## src/rtl/sctl_pkg.sv

```systemverilog
package sctl_pkg;

    localparam int WORD_W   = 16;
    localparam int ALT_W    = 24;
    localparam int ADDR_W   = 3;
    localparam int RD_START = 5;

    localparam int P_ADDR_HI  = 15;
    localparam int P_RW       = 12;
    localparam int P_RANGE_HI = 10;
    localparam int P_RANGE_LO = 7;
    localparam int P_CLRSEL   = 6;
    localparam int P_OUTEN    = 5;
    localparam int P_SWCLR    = 4;
    localparam int P_RSENSE   = 3;
    localparam int P_SWRST    = 2;

    localparam int RB_TOP = 10;

    typedef enum logic [1:0] {
        ST_IDLE   = 2'd0,
        ST_RECV   = 2'd1,
        ST_DRIVE  = 2'd2,
        ST_COMMIT = 2'd3
    } fr_state_t;

    typedef struct packed {
        logic [3:0] range;
        logic       clr_sel;
        logic       out_en;
        logic       sw_clr;
        logic       rsense;
    } ctl_t;

endpackage

```

## src/rtl/sync_edge.sv

```systemverilog
module sync_edge #(
    parameter int             W       = 3,
    parameter int             STAGES  = 2,
    parameter logic [W-1:0]   RST_VAL = '0
) (
    input  logic         clk,
    input  logic         rst_n,
    input  logic [W-1:0] din,
    output logic [W-1:0] level,
    output logic [W-1:0] rise,
    output logic [W-1:0] fall
);

    logic [W-1:0] stg [STAGES];
    logic [W-1:0] prev;

    always_ff @(posedge clk or negedge rst_n) begin
        if (!rst_n) begin
            for (int i = 0; i < STAGES; i++) stg[i] <= RST_VAL;
            prev <= RST_VAL;
        end else begin
            stg[0] <= din;
            for (int i = 1; i < STAGES; i++) stg[i] <= stg[i-1];
            prev <= stg[STAGES-1];
        end
    end

    assign level = stg[STAGES-1];
    assign rise  = stg[STAGES-1] & ~prev;
    assign fall  = ~stg[STAGES-1] & prev;

endmodule

```

## src/rtl/frame_fsm.sv

```systemverilog
module frame_fsm
    import sctl_pkg::*;
#(
    parameter int WW = WORD_W,
    parameter int AW = ALT_W,
    parameter int NA = ADDR_W,
    parameter int RS = RD_START
) (
    input  logic          clk,
    input  logic          rst_n,
    input  logic          sclk_rise,
    input  logic          sclk_fall,
    input  logic          sdin_s,
    input  logic          fsel_lvl,
    input  logic          fsel_rise,
    input  logic [NA-1:0] strap,
    input  logic [WW-1:0] rb_word,
    output logic          commit,
    output logic [WW-1:0] cmd_word,
    output logic          sdo,
    output logic          sdo_oe
);

    localparam int CNT_W   = $clog2(AW + 2);
    localparam int CNT_MAX = (1 << CNT_W) - 1;
    localparam int RB_W    = RB_TOP + 1;

    fr_state_t       state, nxt;
    logic [CNT_W-1:0] fall_cnt, rise_cnt;
    logic [WW-1:0]   shift_q;
    logic [RB_W-1:0] rb_sh;
    logic            commit_q, sdo_q, oe_q;
    logic            rd_hit, len_ok, wr_hit;

    // address and read flag sit in the low bits after RS falling edges
    assign rd_hit = sclk_rise
                 && (rise_cnt == CNT_W'(RS - 1))
                 && (fall_cnt == CNT_W'(RS))
                 && (shift_q[RS-1 -: NA] == strap)
                 && shift_q[RS-1-NA];

    assign len_ok = (fall_cnt == CNT_W'(WW)) || (fall_cnt == CNT_W'(AW));
    assign wr_hit = len_ok
                 && (shift_q[P_ADDR_HI -: NA] == strap)
                 && !shift_q[P_RW];

    // state register
    always_ff @(posedge clk or negedge rst_n) begin
        if (!rst_n) state <= ST_IDLE;
        else        state <= nxt;
    end

    always_comb begin
        nxt = state;
        unique case (state)
            ST_IDLE:   if (!fsel_lvl) nxt = ST_RECV;
            ST_RECV: begin
                if (fsel_rise)   nxt = ST_COMMIT;
                else if (rd_hit) nxt = ST_DRIVE;
            end
            ST_DRIVE:  if (fsel_rise) nxt = ST_COMMIT;
            ST_COMMIT: nxt = ST_IDLE;
        endcase
    end

    // datapath and outputs
    always_ff @(posedge clk or negedge rst_n) begin
        if (!rst_n) begin
            fall_cnt <= '0;
            rise_cnt <= '0;
            shift_q  <= '0;
            rb_sh    <= '0;
            commit_q <= 1'b0;
            sdo_q    <= 1'b0;
            oe_q     <= 1'b0;
        end else begin
            commit_q <= 1'b0;
            unique case (state)
                ST_IDLE: begin
                    fall_cnt <= '0;
                    rise_cnt <= '0;
                    shift_q  <= '0;
                    sdo_q    <= 1'b0;
                    oe_q     <= 1'b0;
                end
                ST_RECV, ST_DRIVE: begin
                    if (sclk_fall) begin
                        if (fall_cnt != CNT_W'(CNT_MAX)) fall_cnt <= fall_cnt + 1'b1;
                        if (fall_cnt < CNT_W'(WW)) shift_q <= {shift_q[WW-2:0], sdin_s};
                    end
                    if (sclk_rise) begin
                        if (rise_cnt != CNT_W'(CNT_MAX)) rise_cnt <= rise_cnt + 1'b1;
                    end
                    if (state == ST_RECV && nxt == ST_DRIVE) begin
                        oe_q  <= 1'b1;
                        sdo_q <= rb_word[RB_TOP];
                        rb_sh <= {rb_word[RB_TOP-1:0], 1'b0};
                    end else if (state == ST_DRIVE && sclk_rise) begin
                        sdo_q <= rb_sh[RB_W-1];
                        rb_sh <= {rb_sh[RB_W-2:0], 1'b0};
                    end
                end
                ST_COMMIT: begin
                    commit_q <= wr_hit;
                    sdo_q    <= 1'b0;
                    oe_q     <= 1'b0;
                end
            endcase
        end
    end

    assign commit   = commit_q;
    assign cmd_word = shift_q;
    assign sdo      = sdo_q;
    assign sdo_oe   = oe_q;

    AST_SDO_QUIET: assert property (@(posedge clk) disable iff (!rst_n)
        !sdo_oe |-> !sdo);
    AST_OE_START: assert property (@(posedge clk) disable iff (!rst_n)
        $rose(sdo_oe) |-> ($past(fall_cnt) == CNT_W'(RS)) && ($past(shift_q[RS-1 -: NA]) == strap));
    AST_LEN_OK: assert property (@(posedge clk) disable iff (!rst_n)
        commit |-> ($past(fall_cnt) == CNT_W'(WW)) || ($past(fall_cnt) == CNT_W'(AW)));

endmodule

```

## src/rtl/ctrl_reg.sv

```systemverilog
module ctrl_reg
    import sctl_pkg::*;
#(
    parameter int WW = WORD_W
) (
    input  logic          clk,
    input  logic          rst_n,
    input  logic          wr_en,
    input  logic [WW-1:0] wdata,
    output ctl_t          ctl
);

    ctl_t ctl_q;

    always_ff @(posedge clk or negedge rst_n) begin
        if (!rst_n) begin
            ctl_q <= '0;
        end else if (wr_en) begin
            if (wdata[P_SWRST]) begin
                ctl_q <= '0;
            end else begin
                ctl_q.range   <= wdata[P_RANGE_HI:P_RANGE_LO];
                ctl_q.clr_sel <= wdata[P_CLRSEL];
                ctl_q.out_en  <= wdata[P_OUTEN];
                ctl_q.sw_clr  <= wdata[P_SWCLR];
                ctl_q.rsense  <= wdata[P_RSENSE];
            end
        end
    end

    assign ctl = ctl_q;

    AST_SWRST_ZERO: assert property (@(posedge clk) disable iff (!rst_n)
        (wr_en && wdata[P_SWRST]) |=> (ctl == '0));

endmodule

```

## src/rtl/serial_ctl_slave.sv

```systemverilog
module serial_ctl_slave
    import sctl_pkg::*;
#(
    parameter int SYNC_STAGES = 2
) (
    input  logic              clk,
    input  logic              rst_n,
    input  logic              sclk,
    input  logic              sdin,
    input  logic              fsel_n,
    input  logic [ADDR_W-1:0] strap_addr,
    input  logic              flt_temp,
    input  logic              flt_iout,
    input  logic              flt_vout,
    input  logic              flt_crc,
    output logic              sdo,
    output logic              sdo_oe,
    output logic [3:0]        range_code,
    output logic              clr_sel,
    output logic              out_en,
    output logic              sw_clear,
    output logic              rsense_sel
);

    logic [2:0]        s_lvl, s_rise, s_fall;
    logic              commit;
    logic [WORD_W-1:0] cmd_word, rb_word;
    ctl_t              ctl;

    // bit 2: serial clock, bit 1: data, bit 0: frame select
    sync_edge #(.W(3), .STAGES(SYNC_STAGES), .RST_VAL(3'b101)) u_sync (
        .clk   (clk),
        .rst_n (rst_n),
        .din   ({sclk, sdin, fsel_n}),
        .level (s_lvl),
        .rise  (s_rise),
        .fall  (s_fall)
    );

    assign rb_word = {{(WORD_W-RB_TOP-1){1'b0}}, ctl.range, ctl.clr_sel, ctl.out_en,
                      ctl.rsense, flt_temp, flt_iout, flt_vout, flt_crc};

    frame_fsm u_fsm (
        .clk       (clk),
        .rst_n     (rst_n),
        .sclk_rise (s_rise[2]),
        .sclk_fall (s_fall[2]),
        .sdin_s    (s_lvl[1]),
        .fsel_lvl  (s_lvl[0]),
        .fsel_rise (s_rise[0]),
        .strap     (strap_addr),
        .rb_word   (rb_word),
        .commit    (commit),
        .cmd_word  (cmd_word),
        .sdo       (sdo),
        .sdo_oe    (sdo_oe)
    );

    ctrl_reg u_reg (
        .clk   (clk),
        .rst_n (rst_n),
        .wr_en (commit),
        .wdata (cmd_word),
        .ctl   (ctl)
    );

    assign range_code = ctl.range;
    assign clr_sel    = ctl.clr_sel;
    assign out_en     = ctl.out_en;
    assign sw_clear   = ctl.sw_clr;
    assign rsense_sel = ctl.rsense;

    AST_CTL_ON_COMMIT: assert property (@(posedge clk) disable iff (!rst_n)
        !$stable(ctl) |-> $past(commit));
    AST_OE_IN_FRAME: assert property (@(posedge clk) disable iff (!rst_n)
        $rose(sdo_oe) |-> !s_lvl[0]);

endmodule

```

## config.mk

```make
export PLATFORM = sky130hd
export DESIGN_NAME = serial_ctl_slave
export DESIGN_NICKNAME = d
export VERILOG_FILES = /design/src/rtl/sctl_pkg.sv /design/src/rtl/sync_edge.sv /design/src/rtl/frame_fsm.sv /design/src/rtl/ctrl_reg.sv /design/src/rtl/serial_ctl_slave.sv
export SDC_FILE = /design/constraint.sdc
export NUM_CORES = 1
export LEC_CHECK = 0
export ABC_AREA = 1
export ABC_CLOCK_PERIOD_IN_PS = 4150
export BUFFER_PORTS_ARGS = -buffer_cell sky130_fd_sc_hd__buf_4
export CAP_MARGIN = 20
export CORE_UTILIZATION = 30
export CTS_BUF_LIST = sky130_fd_sc_hd__clkbuf_2
export DETAILED_ROUTE_END_ITERATION = 10
export GPL_TIMING_DRIVEN = 0
export RECOVER_POWER = 100
export SETUP_SLACK_MARGIN = 0.5
export SYNTH_ARGS = -nofsm -noshare
export SYNTH_HDL_FRONTEND = slang
export SYNTH_SLANG_ARGS = --single-unit
```

## constraint.sdc

```tcl
create_clock -name clk -period 4.15 [get_ports clk]
set_clock_uncertainty 0.2 [all_clocks]
set_input_delay 0.83 -clock clk [delete_from_list [all_inputs] [get_ports clk]]
set_output_delay 0.83 -clock clk [all_outputs]
set_load 0.01 [all_outputs]
```

After elaboration in Yosys (flattened, before gate mapping). Cells that the tools add are included.

Add/sub/neg operators: 2. Multiply operators: 0. Shift operators: 0. Eq/ne operators: 19. Order comparisons: 1. Bitwise operators: 4. Muxes and demuxes: 23. Div/mod/pow operators: 0. Reduce and logical (&&, ||, !) cells: 19.

Operator list (number): 2-to-1 mux 16 bit (2); case mux 16 bit (2 select lines) (1); 2-to-1 mux 11 bit (2); 2-to-1 mux 5 bit (4); case mux 5 bit (2 select lines) (2); adder 5 x 1 -> 5 bit (second input constant) (2); == test 5 x 3 -> 1 bit (second input constant) (2); == test 5 bit (second input constant) (2); inequality test 5 bit (second input constant) (2); AND reduction 3 bit (3); logical AND 1 bit (8); 2-to-1 mux 2 bit (4); 2-to-1 mux 8 bit (1); inequality test 2 x 1 -> 1 bit (second input constant) (4); case mux 2 bit (4 select lines) (1); bitwise AND 3 bit (2); == test 2 bit (second input constant) (3); == test 3 bit (2); inverter 3 bit (2); less-than comparator 5 bit (second input constant) (1); 2-to-1 mux 1 bit (4); inequality test 2 bit (second input constant) (2); case mux 1 bit (2 select lines) (2); nonzero test 2 bit (2); 7 further kinds (8).

Bits in latches: 0. Register bits: 59. Memories kept: 0. Memory bits (writable): 0. Memory bits (read-only): 0.

Depth between registers and ports, before layout.
Depth in word-level cells: 13. Depth in mapped cells: 13. Gate-level depth less buffers: 13.

Modules after synthesis. From an unflattened synthesis, not the netlist that was laid out.

Cell total of the unflattened synthesis: 324. Area, all modules: 2776.4 um^2.

Modules (own cells, without submodules): frame_fsm (area an instance 2153.3 um^2, instances 1, seq. area each 1026.0 um^2, cells an instance 264); ctrl_reg (area an instance 319.1 um^2, instances 1, seq. area each 200.2 um^2, cells an instance 35); sync_edge (area an instance 300.3 um^2, instances 1, seq. area each 232.7 um^2, cells an instance 24); serial_ctl_slave (area an instance 3.8 um^2, instances 1, seq. area each 0.0 um^2, cells an instance 1).

Worst setup path after synthesis. Ideal clock, no wire load.

Path type: in2reg. Start point: input strap_addr[1]. End point: register u_fsm.rb_sh[5]. Path buffers: 1. Arrival time: 1816 ps. Required time: 3884 ps. Library setup time: 66 ps. Stages: 13. Path slack: 2069 ps. Cells stage by stage: inv_1 > nand2_1 > nand2_1 > nor2_2 > nand3_1 > nand2_2 > nand3_2 > nor2_4 > buf_6 > nand2_1 > nand2_1 > nand2_1 > nand2_1.

Cells in the longest elaborated chain, start to end: 10.

Ends and longest elaborated chain: start: declaration (RTL line serial_ctl_slave.sv:11) `input logic [ADDR_W-1:0] strap_addr,`; == test 3 bit * (RTL line frame_fsm.sv:39) `&& (shift_q[RS-1 -: NA] == strap)`; logical AND 1 bit * (RTL line frame_fsm.sv:39); logical AND 1 bit * (RTL line frame_fsm.sv:40) `&& shift_q[RS-1-NA];`; 2-to-1 mux 2 bit * (RTL line frame_fsm.sv:59) `else if (rd_hit) nxt = ST_DRIVE;`; 2-to-1 mux 2 bit * (RTL line frame_fsm.sv:58) `if (fsel_rise) nxt = ST_COMMIT;`; case mux 2 bit (4 select lines) * (RTL line frame_fsm.sv:55) `unique case (state)`; == test 2 bit * (RTL line frame_fsm.sv:94) `if (state == ST_RECV && nxt == ST_DRIVE) begin`; logical AND 1 bit * (RTL line frame_fsm.sv:94); nonzero test 2 bit (no source line); AND reduction 2 bit (no source line); end signal: assignment (RTL line frame_fsm.sv:97) `rb_sh <= {rb_word[RB_TOP-1:0], 1'b0};`; end signal: assignment (RTL line frame_fsm.sv:100) `rb_sh <= {rb_sh[RB_W-2:0], 1'b0};`; end: declaration (RTL line frame_fsm.sv:31) `logic [RB_W-1:0] rb_sh;`.

Mark *: on every way between the ends. The rest lies on a longest branch, timed or not. A chain may end at the register's enable or synchronous reset.

Worst setup path in the final report.
Start point: register u_fsm.state[0]. End point: register u_fsm.shift_q[7], in the netlist u_fsm.cmd_word[7].

Cells in the longest elaborated chain, start to end: 4.

Ends and longest elaborated chain: start: declaration (RTL line frame_fsm.sv:28) `fr_state_t state, nxt;`; start signal: assignment (RTL line frame_fsm.sv:50) `else state <= nxt;`; == test 2 bit or == test 2 x 1 -> 1 bit (tied branches) (RTL line frame_fsm.sv:78) `unique case (state)`; OR reduction 2 bit (RTL line frame_fsm.sv:78); inequality test 2 x 1 -> 1 bit (no source line) (tied with other cells); AND reduction 3 bit (no source line); end signal: assignment (RTL line frame_fsm.sv:89) `if (fall_cnt < CNT_W'(WW)) shift_q <= {shift_q[WW-2:0], sdin_s};`; end: declaration (RTL line frame_fsm.sv:30) `logic [WW-1:0] shift_q;`.

Parallel ways exist; a longest one is shown, timed or not.

==> results.txt <==
- Tightest Hold Check Type: input port to asynchronous set/reset pin
* Required @ worst endpoint: between 4 and 5 ns
* Post-route ant nets: 0
- Antenna diode instance count: 0
- Via count of the first global-routing pass: between 1500 and 2000
- Global routing finished with a remaining overflow of 0.
- Final max-slew violation count: 0
* CTS clk-pin slew, worst paths: between 0.2 and 0.25 ns
* Clock buffer depth: 2
* Number of input and output port buffers inserted: 21
* Worst Path Arrival: around 3 ns
* Antenna violations before repair: 0
- Result of the run: completed
* Sequential share of the synthesized area: 0.535
- Maximum clock rate: around 350 MHz
- Area contributors post-synth: sky130_fd_sc_hd__dfrtp_1 48%, sky130_fd_sc_hd__nand2_1 12%, sky130_fd_sc_hd__inv_1 7.1%
- Final-stage net count: roughly 360
- Headroom to the max-slew limit came out at 0.260.
- After detailed routing, the number of remaining DRC violations is 0.
- The H-tree generated during clock tree synthesis spans 3 levels.
* Register-to-register setup slack: 1.32 ns
- Setup total negative slack on the finished layout was measured at 0 ns.
- Origin of the critical flop-to-flop path: u_fsm.state[0]$_DFF_PN0_
* Endpoints failing hold: 0
- Placer's final routability congestion estimate: 0.781
- Count of unique library cells instantiated by Yosys: 27
- Reg-to-reg endpoint: u_fsm.cmd_word[7]$_DFFE_PN0P_
- GRT Resource Usage Total: 0.133
- Instance count of the mapped netlist: ~310
* Yosys reg bits: between 50 and 60
- Cell at the slowest stage of the critical path: sky130_fd_sc_hd__dfrtp_1
- Of the available clock period, the critical path in the final layout requires 0.682.
* Maximum number of pins on one net before global-route repair: 58
- Across all layers, the routed design uses between 2000 and 2500 vias.
- Register-to-Register Path Depth: 7
- The number of buffers and inverters on the critical path is 3.
- After detailed routing, the average wire length per cell comes to roughly 11 um.
- The number of nets handed over by synthesis was roughly 330.
- The worst setup path is captured at a register.
- Leading area contributor after synthesis: sky130_fd_sc_hd__dfrtp_1
* Detailed-routing iteration count for the pre-antenna-repair pass: 4
* Max Fanout on Critical Path: 10
* Maximum vdd drop: ~0.00020 V
* Worst-margin pin slew: ~1.1 ns
- Number of gates on the worst path with buffers counted: 7
* Cells along the critical path: inv_1 -> ha_1 -> clkbuf_1 -> nand4_1 -> nand2_1 -> clkbuf_1 -> o22ai_1
- The floorplan step set the die width to just under 100 um.
- Max-cap violations in this run came to 0.
- Die Outline Area: around 9300 um^2
- Type of origin of the critical path: register
- Wire length of the first global-routing pass: ~9.2 mm
- Post-CTS timing repair inserted 0 buffers for setup.
- Leakage power: 1.50 nW
- Area of the mapped netlist: roughly 2700 um^2
* Syn-to-layout area delta: 13.4%
- The setup path with the least slack is of type register to register.
* Number of gates given a new drive strength after cts: 0
- Crit path launch: u_fsm.state[0]$_DFF_PN0_
- Summed over all layers, the routed wires come to around 5.2 mm.
- Row Count: 34
- HPWL reported at the end of detailed placement: between 3 and 4 mm
- The total area inside the core boundary comes to just under 9000 um^2.
- Pwr dens: between 500 and 600 nW/um^2
* Final min period: roughly 2.8 ns
- Yosys printed 0 warnings.
* Fraction of post-synthesis cell area in the top cell type by area: 0.476
- Total setup violations reported at the end of the flow: 0
- Of the cells placed in the final design, the portion with a size suffix greater than 1 is 0.128.
- Cts-stage hold buffer count: 0
* Starting DRT DRC Count: 105
* Clock latency of the later-clocked register in the worst-skew pair: 0.51 ns
- Average size of a mapped cell: between 8 and 9 um^2
- Num CTS Buffers: 9
* Most common cell on crit path: sky130_fd_sc_hd__clkbuf_1
- TritonCTS clock tree: yes
* Clock sink count: 57
- Hold is met by ~0.13 ns.
- Crit path max-delay family: buffers and inverters
* Floorplan die height: around 97 um
* Initial Util: 0.309
- PnR Total Power: roughly 1.5 mW
- Worst path max stage delay: between 0.4 and 0.5 ns
- Setup repair after global routing missed its margin: no
- Clock root buffer: sky130_fd_sc_hd__clkbuf_2
* Io pins: 22
- Dividing the detail-routed via count by the number of cells gives 4.52.
- Finished Core Util: 0.350
- Critical Path End: u_fsm.cmd_word[7]$_DFFE_PN0P_
-- report_power, final --
group          switching [mW]  leakage [nW]  internal, mW
sequential             0.0455         0.762         0.613
combinational           0.310         0.655         0.135
clock                   0.231        0.0827         0.204
total                   0.587          1.50         0.951
-- layout make-up --
cell class | instances | area [um^2]
fill | 943 | 5640
sequential | 57 | 1430
multi-input combinational | 191 | 975
tap | 108 | 135
clock buffer | 9 | 45.0
clock inverter | 7 | 103
buffer | 5 | 26.3
timing repair buffer | 21 | 120
inverter | 54 | 203
-- placed cells by master (no fill, tap or decap), types with 9 or more instances in the layout --
master,n
sky130_fd_sc_hd__o22ai_1,24
sky130_fd_sc_hd__ha_1,12
sky130_fd_sc_hd__dfrtp_1,51
sky130_fd_sc_hd__o21ai_0,11
sky130_fd_sc_hd__nand3_1,13
sky130_fd_sc_hd__nor2_1,15
sky130_fd_sc_hd__inv_1,51
sky130_fd_sc_hd__clkbuf_2,9
sky130_fd_sc_hd__nand2_1,90
sky130_fd_sc_hd__clkbuf_1,14
-- cell families after synthesis --
family | synth area share
simple gates | 0.228
buf+inv | 0.0864
flops | 0.535
fa+ha+maj | 0.0560
compound gates | 0.0943
-- synthesized netlist by cell type --
cell	n
sky130_fd_sc_hd__nand2_1	89
sky130_fd_sc_hd__a21oi_1	3
sky130_fd_sc_hd__buf_6	1
sky130_fd_sc_hd__nor2_2	7
sky130_fd_sc_hd__inv_1	51
sky130_fd_sc_hd__dfstp_2	6
sky130_fd_sc_hd__nor3b_1	1
sky130_fd_sc_hd__ha_1	12
sky130_fd_sc_hd__nand2_2	2
sky130_fd_sc_hd__nor3_1	6
sky130_fd_sc_hd__a2111oi_0	1
sky130_fd_sc_hd__nand4_1	3
sky130_fd_sc_hd__nand3_2	1
sky130_fd_sc_hd__nor2_4	1
sky130_fd_sc_hd__clkbuf_1	2
sky130_fd_sc_hd__nor2_8	1
sky130_fd_sc_hd__o21ai_2	1
sky130_fd_sc_hd__nor3_2	1
sky130_fd_sc_hd__dfrtp_1	51
sky130_fd_sc_hd__a211oi_2	1
sky130_fd_sc_hd__o31ai_1	1
sky130_fd_sc_hd__inv_2	3
sky130_fd_sc_hd__o21ai_0	10
sky130_fd_sc_hd__o22ai_1	24
sky130_fd_sc_hd__nor2_1	13
sky130_fd_sc_hd__nand3_1	13
sky130_fd_sc_hd__buf_2	2
-- worst min-delay path by stage --
stage	end	slack, ns	cells after the start
finish	u_reg.ctl[6]$_DFFE_PN0P_	0.13	1
detailed placement	u_sync.level[2]$_DFF_PN1_	0.15	0
CTS	u_reg.ctl[7]$_DFFE_PN0P_	0.12	1
global route	u_sync.stg[3]$_DFF_PN1_	0.14	1
global placement	u_sync.level[1]$_DFF_PN0_	0.13	0
floorplan	u_sync.level[1]$_DFF_PN0_	0.13	0
-- through the flow --
stage / cells / area [um^2] / setup WS [ns]
2_1_floorplan: 307 / 2680 / 2.07
3_3_place_gp: 436 / 2970 / 1.72
3_5_place_dp: 436 / 2970 / 1.70
4_1_cts: 452 / 3120 / 1.65
5_1_grt: 452 / 3040 / 1.02
6_report: 452 / 3040 / 1.32
-- sequential cells by signal, summed over array words and instances, names as in the netlist --
signal          count
u_fsm.cmd_word     16
u_fsm.commit        1
u_fsm.fall_cnt      5
u_fsm.rb_sh        10
u_fsm.rise_cnt      5
u_fsm.sdo           1
u_fsm.sdo_oe        1
u_fsm.state         2
u_reg.ctl           8
u_sync.level        3
u_sync.prev         2
u_sync.stg          3
-- routing by layer --
metal | global-route usage | share of wire
met5 | 0 | 0
met3 | 0.0446 | 0.043
met4 | 0.0478 | 0.016
met1 | 0.175 | 0.49
met2 | 0.203 | 0.45
No activity file was read; power rests on OpenSTA's default activity.
